### src/rtl/esb_pkg.sv
package esb_pkg;

  localparam logic [1:0] PQ_RESET  = 2'b00;
  localparam logic [1:0] PQ_OFF    = 2'b01;
  localparam logic [1:0] PQ_PEND   = 2'b10;
  localparam logic [1:0] PQ_QUEUED = 2'b11;

  typedef enum logic [1:0] {
    OP_NONE = 2'd0,
    OP_TRIG = 2'd1,
    OP_EOI  = 2'd2,
    OP_SET  = 2'd3
  } esb_op_e;

  typedef struct packed {
    logic [1:0] pq;
    logic       fwd;
  } pq_step_t;

  function automatic pq_step_t pq_trigger(input logic [1:0] pq, input logic bypass);
    pq_step_t r;
    r.pq  = pq;
    r.fwd = 1'b0;
    if (bypass) begin
      r.fwd = 1'b1;
    end else begin
      case (pq)
        PQ_RESET: begin
          r.pq  = PQ_PEND;
          r.fwd = 1'b1;
        end
        PQ_PEND, PQ_QUEUED: r.pq = PQ_QUEUED;
        default: r.pq = pq;
      endcase
    end
    return r;
  endfunction

  function automatic pq_step_t pq_eoi(input logic [1:0] pq);
    pq_step_t r;
    if (pq == PQ_QUEUED) begin
      r.pq  = PQ_PEND;
      r.fwd = 1'b1;
    end else begin
      r.pq  = PQ_RESET;
      r.fwd = 1'b0;
    end
    return r;
  endfunction

endpackage

### src/rtl/esb_addr_decode.sv
module esb_addr_decode
  import esb_pkg::*;
#(
  parameter int NUM_SRC = 8,
  parameter int PAGE_SHIFT = 13,
  parameter int IDX_W = 3,
  parameter int ADDR_W = 17,
  parameter logic [NUM_SRC-1:0] STORE_EOI_MASK = '1
) (
  input  logic [ADDR_W-1:0] addr,
  input  logic              write,
  output logic [IDX_W-1:0]  src_idx,
  output logic              in_range,
  output esb_op_e           op,
  output logic [1:0]        set_val
);

  localparam int  PG_W     = ADDR_W - PAGE_SHIFT;
  localparam bit  TWO_PAGE = (PAGE_SHIFT == 13) || (PAGE_SHIFT == 17);

  logic [PG_W-1:0] page_no;
  logic            mgmt_page;
  logic [3:0]      off;
  logic            eoi_store_ok;

  assign page_no  = addr[ADDR_W-1:PAGE_SHIFT];
  assign src_idx  = page_no[IDX_W-1:0];
  assign in_range = (page_no < PG_W'(NUM_SRC));
  assign off      = addr[11:8];
  assign set_val  = addr[9:8];

  generate
    if (TWO_PAGE) begin : g_two_page
      assign mgmt_page = addr[PAGE_SHIFT-1];
    end else begin : g_one_page
      assign mgmt_page = 1'b1;
    end
  endgenerate

  always_comb begin
    eoi_store_ok = 1'b0;
    for (int i = 0; i < NUM_SRC; i++) begin
      if (src_idx == IDX_W'(i)) eoi_store_ok = STORE_EOI_MASK[i];
    end
  end

  always_comb begin
    op = OP_NONE;
    if (!mgmt_page) begin
      op = write ? OP_TRIG : OP_NONE;
    end else begin
      case (off[3:2])
        2'b00: op = write ? OP_NONE : OP_EOI;
        2'b01: op = (write && eoi_store_ok) ? OP_EOI : OP_NONE;
        2'b10: op = write ? OP_TRIG : OP_NONE;
        default: op = write ? OP_NONE : OP_SET;
      endcase
    end
  end

endmodule

### src/rtl/esb_src_cell.sv
module esb_src_cell
  import esb_pkg::*;
#(
  parameter bit LEVEL = 1'b0,
  parameter bit BYPASS = 1'b0
) (
  input  logic       clk,
  input  logic       rst_n,
  input  logic       line,
  input  logic       op_en,
  input  esb_op_e    op,
  input  logic [1:0] set_val,
  output logic [2:0] status,
  output logic       fwd
);

  logic [1:0] pq_q;
  logic       line_q;
  logic       rise;
  pq_step_t   hw_s;
  pq_step_t   op_s;

  assign rise = line & ~line_q;

  always_comb begin
    hw_s.pq  = pq_q;
    hw_s.fwd = 1'b0;
    if (rise) hw_s = pq_trigger(pq_q, BYPASS);

    op_s.pq  = hw_s.pq;
    op_s.fwd = 1'b0;
    if (op_en) begin
      case (op)
        OP_TRIG: op_s = pq_trigger(hw_s.pq, BYPASS);
        OP_EOI: begin
          op_s = pq_eoi(hw_s.pq);
          if (LEVEL && line_q) begin
            op_s.pq  = PQ_PEND;
            op_s.fwd = 1'b1;
          end
        end
        OP_SET: op_s.pq = set_val;
        default: ;
      endcase
    end
  end

  assign fwd    = hw_s.fwd | op_s.fwd;
  assign status = {(LEVEL ? line_q : 1'b0), pq_q};

  always_ff @(posedge clk) begin
    if (!rst_n) begin
      pq_q   <= PQ_RESET;
      line_q <= 1'b0;
    end else begin
      pq_q   <= op_s.pq;
      line_q <= line;
    end
  end


  trig_idle_chk: assert property (@(posedge clk) disable iff (!rst_n)
    (op_en && op == OP_TRIG && !rise && pq_q == PQ_RESET && !BYPASS)
      |=> (pq_q == PQ_PEND));


  eoi_requeue_chk: assert property (@(posedge clk) disable iff (!rst_n)
    (op_en && op == OP_EOI && !rise && pq_q == PQ_QUEUED) |-> fwd);


  set_value_chk: assert property (@(posedge clk) disable iff (!rst_n)
    (op_en && op == OP_SET) |=> (pq_q == $past(set_val)));

  generate
    if (BYPASS) begin : g_byp_chk

      bypass_hold_chk: assert property (@(posedge clk) disable iff (!rst_n)
        !(op_en && (op == OP_EOI || op == OP_SET)) |=> (pq_q == $past(pq_q)));
    end
  endgenerate

endmodule

### src/rtl/esb_notify_arb.sv
module esb_notify_arb #(
  parameter int NUM_SRC = 8,
  parameter int IDX_W = 3
) (
  input  logic               clk,
  input  logic               rst_n,
  input  logic [NUM_SRC-1:0] fwd_vec,
  output logic               notify_valid,
  input  logic               notify_ready,
  output logic [IDX_W-1:0]   notify_src
);

  logic [NUM_SRC-1:0] pend_q;
  logic [NUM_SRC-1:0] take_mask;
  logic [IDX_W-1:0]   pick;
  logic               slot_free;
  logic               load;
  logic               vld_q;
  logic [IDX_W-1:0]   src_q;

  always_comb begin
    pick = '0;
    for (int i = NUM_SRC - 1; i >= 0; i--) begin
      if (pend_q[i]) pick = IDX_W'(i);
    end
  end

  assign slot_free = !vld_q || notify_ready;
  assign load      = slot_free && (|pend_q);

  always_comb begin
    take_mask = '0;
    for (int i = 0; i < NUM_SRC; i++) begin
      take_mask[i] = load && (pick == IDX_W'(i));
    end
  end

  always_ff @(posedge clk) begin
    if (!rst_n) begin
      pend_q <= '0;
      vld_q  <= 1'b0;
      src_q  <= '0;
    end else begin
      pend_q <= (pend_q & ~take_mask) | fwd_vec;
      if (slot_free) vld_q <= |pend_q;
      if (load) src_q <= pick;
    end
  end

  assign notify_valid = vld_q;
  assign notify_src   = src_q;


  notify_hold_chk: assert property (@(posedge clk) disable iff (!rst_n)
    (notify_valid && !notify_ready) |=> (notify_valid && $stable(notify_src)));


  notify_range_chk: assert property (@(posedge clk) disable iff (!rst_n)
    notify_valid |-> (int'(notify_src) < NUM_SRC));

endmodule

### src/rtl/esb_source_bank.sv
module esb_source_bank
  import esb_pkg::*;
#(
  parameter int NUM_SRC = 8,
  parameter int PAGE_SHIFT = 13,
  parameter logic [NUM_SRC-1:0] LEVEL_MASK = 8'h80,
  parameter logic [NUM_SRC-1:0] BYPASS_MASK = 8'h40,
  parameter logic [NUM_SRC-1:0] STORE_EOI_MASK = 8'hDF,
  localparam int IDX_W = (NUM_SRC > 1) ? $clog2(NUM_SRC) : 1,
  localparam int ADDR_W = PAGE_SHIFT + IDX_W + 1
) (
  input  logic               clk,
  input  logic               rst_n,
  input  logic [NUM_SRC-1:0] hw_line,
  input  logic               req_valid,
  output logic               req_ready,
  input  logic               req_write,
  input  logic [ADDR_W-1:0]  req_addr,
  output logic               rsp_valid,
  input  logic               rsp_ready,
  output logic [2:0]         rsp_data,
  output logic               notify_valid,
  input  logic               notify_ready,
  output logic [IDX_W-1:0]   notify_src
);

  logic [IDX_W-1:0]   dec_idx;
  logic               dec_in_range;
  esb_op_e            dec_op;
  logic [1:0]         dec_set_val;
  logic               accept;
  logic [NUM_SRC-1:0] fwd_vec;
  logic [2:0]         status [NUM_SRC];
  logic [2:0]         sel_status;
  logic               rsp_vld_q;
  logic [2:0]         rsp_data_q;

  assign req_ready = !rsp_vld_q || rsp_ready;
  assign accept    = req_valid && req_ready;

  esb_addr_decode #(
    .NUM_SRC(NUM_SRC),
    .PAGE_SHIFT(PAGE_SHIFT),
    .IDX_W(IDX_W),
    .ADDR_W(ADDR_W),
    .STORE_EOI_MASK(STORE_EOI_MASK)
  ) u_dec (
    .addr(req_addr),
    .write(req_write),
    .src_idx(dec_idx),
    .in_range(dec_in_range),
    .op(dec_op),
    .set_val(dec_set_val)
  );

  generate
    for (genvar g = 0; g < NUM_SRC; g++) begin : g_src
      logic sel;
      assign sel = accept && dec_in_range && (dec_idx == IDX_W'(g));
      esb_src_cell #(
        .LEVEL(LEVEL_MASK[g]),
        .BYPASS(BYPASS_MASK[g])
      ) u_cell (
        .clk(clk),
        .rst_n(rst_n),
        .line(hw_line[g]),
        .op_en(sel),
        .op(dec_op),
        .set_val(dec_set_val),
        .status(status[g]),
        .fwd(fwd_vec[g])
      );
    end
  endgenerate

  always_comb begin
    sel_status = '0;
    for (int i = 0; i < NUM_SRC; i++) begin
      if (dec_in_range && dec_idx == IDX_W'(i)) sel_status = status[i];
    end
  end

  always_ff @(posedge clk) begin
    if (!rst_n) begin
      rsp_vld_q  <= 1'b0;
      rsp_data_q <= '0;
    end else begin
      if (accept && !req_write) begin
        rsp_vld_q  <= 1'b1;
        rsp_data_q <= sel_status;
      end else if (rsp_ready) begin
        rsp_vld_q <= 1'b0;
      end
    end
  end

  assign rsp_valid = rsp_vld_q;
  assign rsp_data  = rsp_data_q;

  esb_notify_arb #(
    .NUM_SRC(NUM_SRC),
    .IDX_W(IDX_W)
  ) u_arb (
    .clk(clk),
    .rst_n(rst_n),
    .fwd_vec(fwd_vec),
    .notify_valid(notify_valid),
    .notify_ready(notify_ready),
    .notify_src(notify_src)
  );


  rsp_hold_chk: assert property (@(posedge clk) disable iff (!rst_n)
    (rsp_valid && !rsp_ready) |=> (rsp_valid && $stable(rsp_data)));


  rsp_after_load_chk: assert property (@(posedge clk) disable iff (!rst_n)
    (req_valid && req_ready && !req_write) |=> rsp_valid);


  out_range_quiet_chk: assert property (@(posedge clk) disable iff (!rst_n)
    (req_valid && req_ready && !req_write && !dec_in_range) |=> (rsp_data == 3'b000));

endmodule

### config.mk
export PLATFORM = sky130hd
export DESIGN_NAME = esb_source_bank
export DESIGN_NICKNAME = d
export VERILOG_FILES = /design/src/rtl/esb_pkg.sv /design/src/rtl/esb_addr_decode.sv /design/src/rtl/esb_src_cell.sv /design/src/rtl/esb_notify_arb.sv /design/src/rtl/esb_source_bank.sv
export SDC_FILE = /design/constraint.sdc
export NUM_CORES = 1
export LEC_CHECK = 0
export ABC_AREA = 1
export CORE_MARGIN = 4
export CORE_UTILIZATION = 63
export DETAILED_ROUTE_END_ITERATION = 12
export DONT_BUFFER_PORTS = 1
export PLACE_DENSITY = 0.77
export REMOVE_ABC_BUFFERS = 1
export SKIP_CTS_REPAIR_TIMING = 1
export SYNTH_ARGS = -nofsm -noshare
export SYNTH_HDL_FRONTEND = slang
export SYNTH_SLANG_ARGS = --single-unit
export TNS_END_PERCENT = 50
### constraint.sdc
create_clock -name clk -period 1.79 [get_ports clk]
set_input_delay 0.179 -clock clk [delete_from_list [all_inputs] [get_ports clk]]
set_output_delay 0.179 -clock clk [all_outputs]
set_load 0.05 [all_outputs]
== Word level (Yosys, flattened, before mapping) ==
Cells that the tools add are included.
Widths: inputs -> output; s select.
Cells by class
  reductions and logical operators: 67
  equal/unequal tests: 48
  $lt $le $gt $ge: 1
  bitwise operators: 27
  muxes and demuxes: 101
Operators by type and width (count)
  $mux 3: 39
  $eq 2x2->1 const B: 32
  $pmux 2 s2: 15
  $pmux 2 s3: 8
  $logic_not 2->1: 15
  $logic_and 1x1->1: 29
  $reduce_or 2->1: 14
  $mux 1: 26
  $eq 3x3->1 const B: 8
  $pmux 1 s2: 8
  $eq 3x2->1 const B: 4
  $mux 2: 5
  $and 1x1->1: 8
  $and 8x8->8: 1
  $not 1->1: 8
  $not 8->8: 1
  $or 1x1->1: 8
  $or 8x8->8: 1
  $reduce_or 8->1: 1
  $eq 3x1->1 const B: 2
  $logic_not 3->1: 2
  $eq 2x1->1 const B: 2
  $lt 4x4->1 const B: 1
  $logic_not 1->1: 3
  other kinds (2): 3
Storage, ports and cells
  logic and storage cells: 265
  flip-flop bits (word level): 40
  output and inout port bits: 9
  bits of input ports: 31

== Logic depth before layout (Yosys ltp) ==
  depth after elaboration: 18
  depth in mapped cells: 13
  mapped depth without buffers: 13

== Cells and area by module ==
From an unflattened synthesis, not the netlist that was laid out.
Unflattened totals
  cells, all modules: 538
  area, all modules: 3370.7 sq um
By module, submodules not included
  esb_src_cell at g_src[0].u_cell ...: area each 287.8 sq um, instances 6, cells an instance 45, sequential area each 60.1 sq um
  esb_notify_arb: area each 583.1 sq um, instances 1, cells an instance 79, sequential area each 240.2 sq um
  esb_source_bank: area each 460.4 sq um, instances 1, cells an instance 89, sequential area each 80.1 sq um
  esb_src_cell at g_src[7].u_cell: area each 267.8 sq um, instances 1, cells an instance 44, sequential area each 60.1 sq um
  esb_src_cell at g_src[6].u_cell: area each 224.0 sq um, instances 1, cells an instance 34, sequential area each 60.1 sq um
  esb_addr_decode: area each 108.9 sq um, instances 1, cells an instance 22, sequential area each 0.0 sq um

== Worst setup path after synthesis ==
No wires, ideal clock.
  path type: input to register
  start: in req_write
  end: reg g_src[7].u_cell.pq_q[1]
  required time: 1667 ps
  path buffers: 0
  data arrival time: 1547 ps
  cell stages on the path: 11
  path slack: 120 ps
  library setup time: 123 ps
  cells stage by stage: nand3b_1 o21ai_0 a21boi_0 inv_1 ha_1 inv_1 nand3_1 inv_1 nand4_1 nand2_1 a21oi_1
Between the ends
  longest elaborated chain between the ends: 7
  elaborated cells on any way between the ends: 12
  classes of those cells: 3 x eq/ne; 8 x mux; 1 x reduce/logical
RTL lines
  from (decl): RTL line esb_source_bank.sv:17  | input logic req_write,
  $logic_and 1x1->1: RTL line esb_addr_decode.sv:54  | 2'b01: op = (write && eoi_store_ok) ? OP_EOI : OP_NONE;
  $mux 2: RTL line esb_addr_decode.sv:54
  $pmux 2 s3: RTL line esb_addr_decode.sv:52  | case (off[3:2])
  $mux 2 *: RTL line esb_addr_decode.sv:49  | if (!mgmt_page) begin
  $eq 2x2->1 / $eq 2x1->1 (equally long branches): RTL line esb_src_cell.sv:33  | case (op)
  $pmux 2 s3 *: RTL line esb_src_cell.sv:33
  $mux 3 *: RTL line esb_src_cell.sv:32  | if (op_en) begin
  to (signal assigned): RTL line esb_src_cell.sv:56  | pq_q <= op_s.pq;
  to (decl): RTL line esb_src_cell.sv:17  | logic [1:0] pq_q;
Mark *: on every way between the ends. The rest lies on a longest branch, timed or not.
A chain may end at the register's enable or synchronous reset.

== Worst setup path in the final report ==
  start: reg rsp_vld_q (netlist: rsp_valid)
  end: reg rsp_data_q[1] (netlist: rsp_data[1])
Between the ends
  longest elaborated chain between the ends: 4
RTL lines
  from (decl): RTL line esb_source_bank.sv:35  | logic rsp_vld_q;
  from (signal assigned): RTL line esb_source_bank.sv:85  | rsp_vld_q <= 1'b0;
  from (signal assigned): RTL line esb_source_bank.sv:89  | rsp_vld_q <= 1'b1;
  from (signal assigned): RTL line esb_source_bank.sv:92  | rsp_vld_q <= 1'b0;
  $logic_not 1->1: RTL line esb_source_bank.sv:38  | assign req_ready = !rsp_vld_q || rsp_ready;
  $logic_or 1x1->1: RTL line esb_source_bank.sv:38
  $logic_and 1x1->1: RTL line esb_source_bank.sv:39  | assign accept = req_valid && req_ready;
  $logic_and 1x1->1: RTL line esb_source_bank.sv:88  | if (accept && !req_write) begin
  to (signal assigned): RTL line esb_source_bank.sv:90  | rsp_data_q <= sel_status;
  to (decl): RTL line esb_source_bank.sv:36  | logic [2:0] rsp_data_q;
Every way passes these cells.

==> results.txt <==
Run status - finished, violations left
Failing checks - negative hold slack
Crit path launch - rsp_valid
Largest net degree at the start of global routing - 30
Root buf cell - clkbuf_8
First-pass GRT wire length - 10.3 mm
Setup Viol. Count Final - 0
Least-Margin Pin Slew - 0.505 ns
Switch share - 0.322
Tmin final - 1.58 ns
Die ar. - 4900 um2
Final HPWL DP - 4.66 mm
Async SR Flop Fraction - 0
WL per Instance - 14.0 um
Drt pass-1 iters - 5
Fill count - 311
Pre-CTS setup slack - 0.0439 ns
Worst Hold Class - input port to flip-flop
Synth Flop Type - dfxtp_1
Total number of vias - 2,634
Die X - 70.0 um
Worst Slack Setup Final - 0.205 ns
Yosys warning count - 0
Sw power - 0.000771 W
Core area - 3690 um2
Crit path DAT - 1.78 ns
Layout cell share with drive strength beyond 1 - 0.100
Top routing layer in use - met4
IO buf count - 0
R2R Path End - rsp_data[1]
Die Y - 70.0 um
Final Util - 0.771
Top cell type's share of synthesized area - 0.330
Leak pwr - 1.36 nW
Total GRT Usage - 0.255
Worst Setup Start Kind - flip-flop
Clock Path Buffers - 2
Post-synthesis compound-gate area fraction - 0.214
Simple-Gate Fraction of Synth Area - 0.310
Worst setup endpoint - rsp_data[1]
Row cnt - 22
Comb power frac - 0.242
GRT overflow - 0
Slew margin rel. - 0.663
Seq/Total Area, Yosys - 0.330
Avg Cell Area, Syn - 6.28 um2
Synth cell types - 28
Initial core utilization - 0.657
Reg2reg path depth - 8
Crit. End Element - flip-flop
Nets@finish - 453
Clk_skew - 0.00878 ns
Reg-to-Reg Start - rsp_valid
H-tree depth - 2
Count leader, synth - nand2_1
DP Area - 2600 um2
WL met3 - 495 um
Post-synthesis register bit count - 40
Clock sink count - 40
Area delta synth->final - 17.3%
Largest family of logic cells by synthesized area - simple AND/OR/NAND/NOR gates
# diodes - 0
Crit share post-route - 0.885
Hold_ws - -0.0175 ns
Cts bufs inserted - 5
DR vias/cell - 5.64
Sequential power share - 0.429
Initial antenna violation count - 0
Number of global-route vias before repair - 2,416
Pwr/cell area - 843 nW/um2
Setup tns final - 0 ns
Clk network pwr share - 0.329
Maximum vdd drop - 0.476 mV
Final routed DRC violation total - 0
Number of synthesized flops with an enable pin - 0
Drt total wl - 6.53 mm
Cells after Synth - 386
DRT antenna net count - 0
Max Freq - 0.631 GHz
Required @ worst endpoint - 1.99 ns
Post-synth top area cell - dfxtp_1
Crit path kind - flip-flop to flip-flop
Worst R2R Setup Slack - 0.21 ns
# IOs - 40
Top post-synthesis cells by area - dfxtp_1 (33%), nand2_1 (12%), inv_1 (11%)
Gpl congestion - 0.944
Synth cell count leaders - nand2_1 (80), inv_1 (71), o21ai_0 (43)
CTS tree - built
Worst-path clk slew - 0.08 ns
Int Pwr - 0.00162 W
CP Max Fanout - 8
Synth Area in XOR/XNOR - 0
Post-synth design cell area - 2420 um2
Pins Over Slew Limit - 0
Worst-skew pair later-pin latency - 0.30 ns
Final Hold Violating Endpoints - 2
Post-synthesis adder-cell area fraction - 0.0207
M1 WL - 2.73 mm
Design area - 2840 um2
Multiplexer share of the synthesized area - 0
Initial DRC count - 228
Wire length on met2 - 3.10 mm
RSZ-0062 raised after global routing - no
Max-cap violations - 0
-- through the flow --
step | hold WS (ns) | total power, W | std cells
after global placement | 0.273 | 0.00158 | 447
after detailed placement | 0.278 | 0.00159 | 447
final | -0.0175 | 0.00240 | 467
after global routing | 0.00363 | 0.00252 | 467
after floorplan | 0.272 | 0.00143 | 380
after CTS | -0.0343 | 0.00237 | 455
-- layer usage --
| metal | global-route usage | vias to the layer above |
|---|---|---|
| li1 | - | 1314 |
| met1 | 0.315 | 1180 |
| met2 | 0.422 | 118 |
| met3 | 0.0604 | 22 |
| met4 | 0.109 | 0 |
| met5 | 0 | - |
-- kinds of logic after synthesis --
kind of cell    Yosys count
simple gates            166
compound gates           96
buf+inv                  80
flops                    40
fa+ha+maj                 4
-- state kept, by name (all words and copies together) (netlist names) --
name	count
u_arb.notify_valid	1
g_src.u_cell.line_q	8
g_src.u_cell.pq_q	16
rsp_data	3
u_arb.pend_q	8
u_arb.notify_src	3
rsp_valid	1
-- layout make-up --
| cell class | count | area (um2) | share of cell area |
|---|---|---|---|
| Tap cell | 48 | 60.1 | 0.0211 |
| Timing Repair Buffer | 31 | 263 | 0.0924 |
| Inverter | 74 | 278 | 0.0977 |
| Clock inverter | 2 | 38.8 | 0.0136 |
| Clock buffer | 6 | 82.6 | 0.0290 |
| Multi-Input combinational cell | 266 | 1320 | 0.464 |
| Sequential cell | 40 | 801 | 0.282 |
-- cells in the final DEF, fill, tap and decap left out, types with 4 or more instances in the layout --
cell type	Yosys	routed
o21ai_0	43	43
nor2_4	4	4
nor2_1	31	31
clkbuf_8	0	6
dlygate4sd3_1	0	12
nand3_1	25	25
dfxtp_1	40	40
a21oi_1	37	37
ha_1	4	4
nor3_1	7	7
nand4_1	8	8
inv_1	71	71
buf_4	0	19
nand2_1	80	80
nor2_2	4	4
-- power by group through the flow --
| stage | clock (W) | combinational [W] | sequential [W] |
|---|---|---|---|
| after floorplan | 0 | 0.000335 | 0.00110 |
| after global placement | 0 | 0.000530 | 0.00105 |
| after detailed placement | 0 | 0.000544 | 0.00105 |
| after CTS | 0.000791 | 0.000548 | 0.00103 |
| after global routing | 0.000830 | 0.000649 | 0.00104 |
| final | 0.000788 | 0.000579 | 0.00103 |
-- worst min path at each step --
| stage | start | end | slack, ns | cells after the start |
|---|---|---|---|---|
| floorplan | hw_line[0] | g_src[0].u_cell.line_q | 0.27 | 2 |
| global placement | hw_line[3] | g_src[3].u_cell.line_q | 0.27 | 2 |
| detailed placement | hw_line[5] | g_src[5].u_cell.line_q | 0.28 | 2 |
| CTS | hw_line[5] | g_src[5].u_cell.line_q | -0.03 | 2 |
| global route | rst_n | g_src[2].u_cell.pq_q[1] | 0.004 | 2 |
| finish | rst_n | g_src[2].u_cell.line_q | -0.02 | 2 |
-- critical path: stages, from the launching register on --
cell,delay (ns)
dfxtp_1,0.31
inv_1,0.05
nor2_1,0.05
nor2_2,0.25
inv_2,0.16
nor2_1,0.35
nand4_1,0.18
nand2_1,0.09
inv_1,0.03
(Power assumes the default switching activity.)
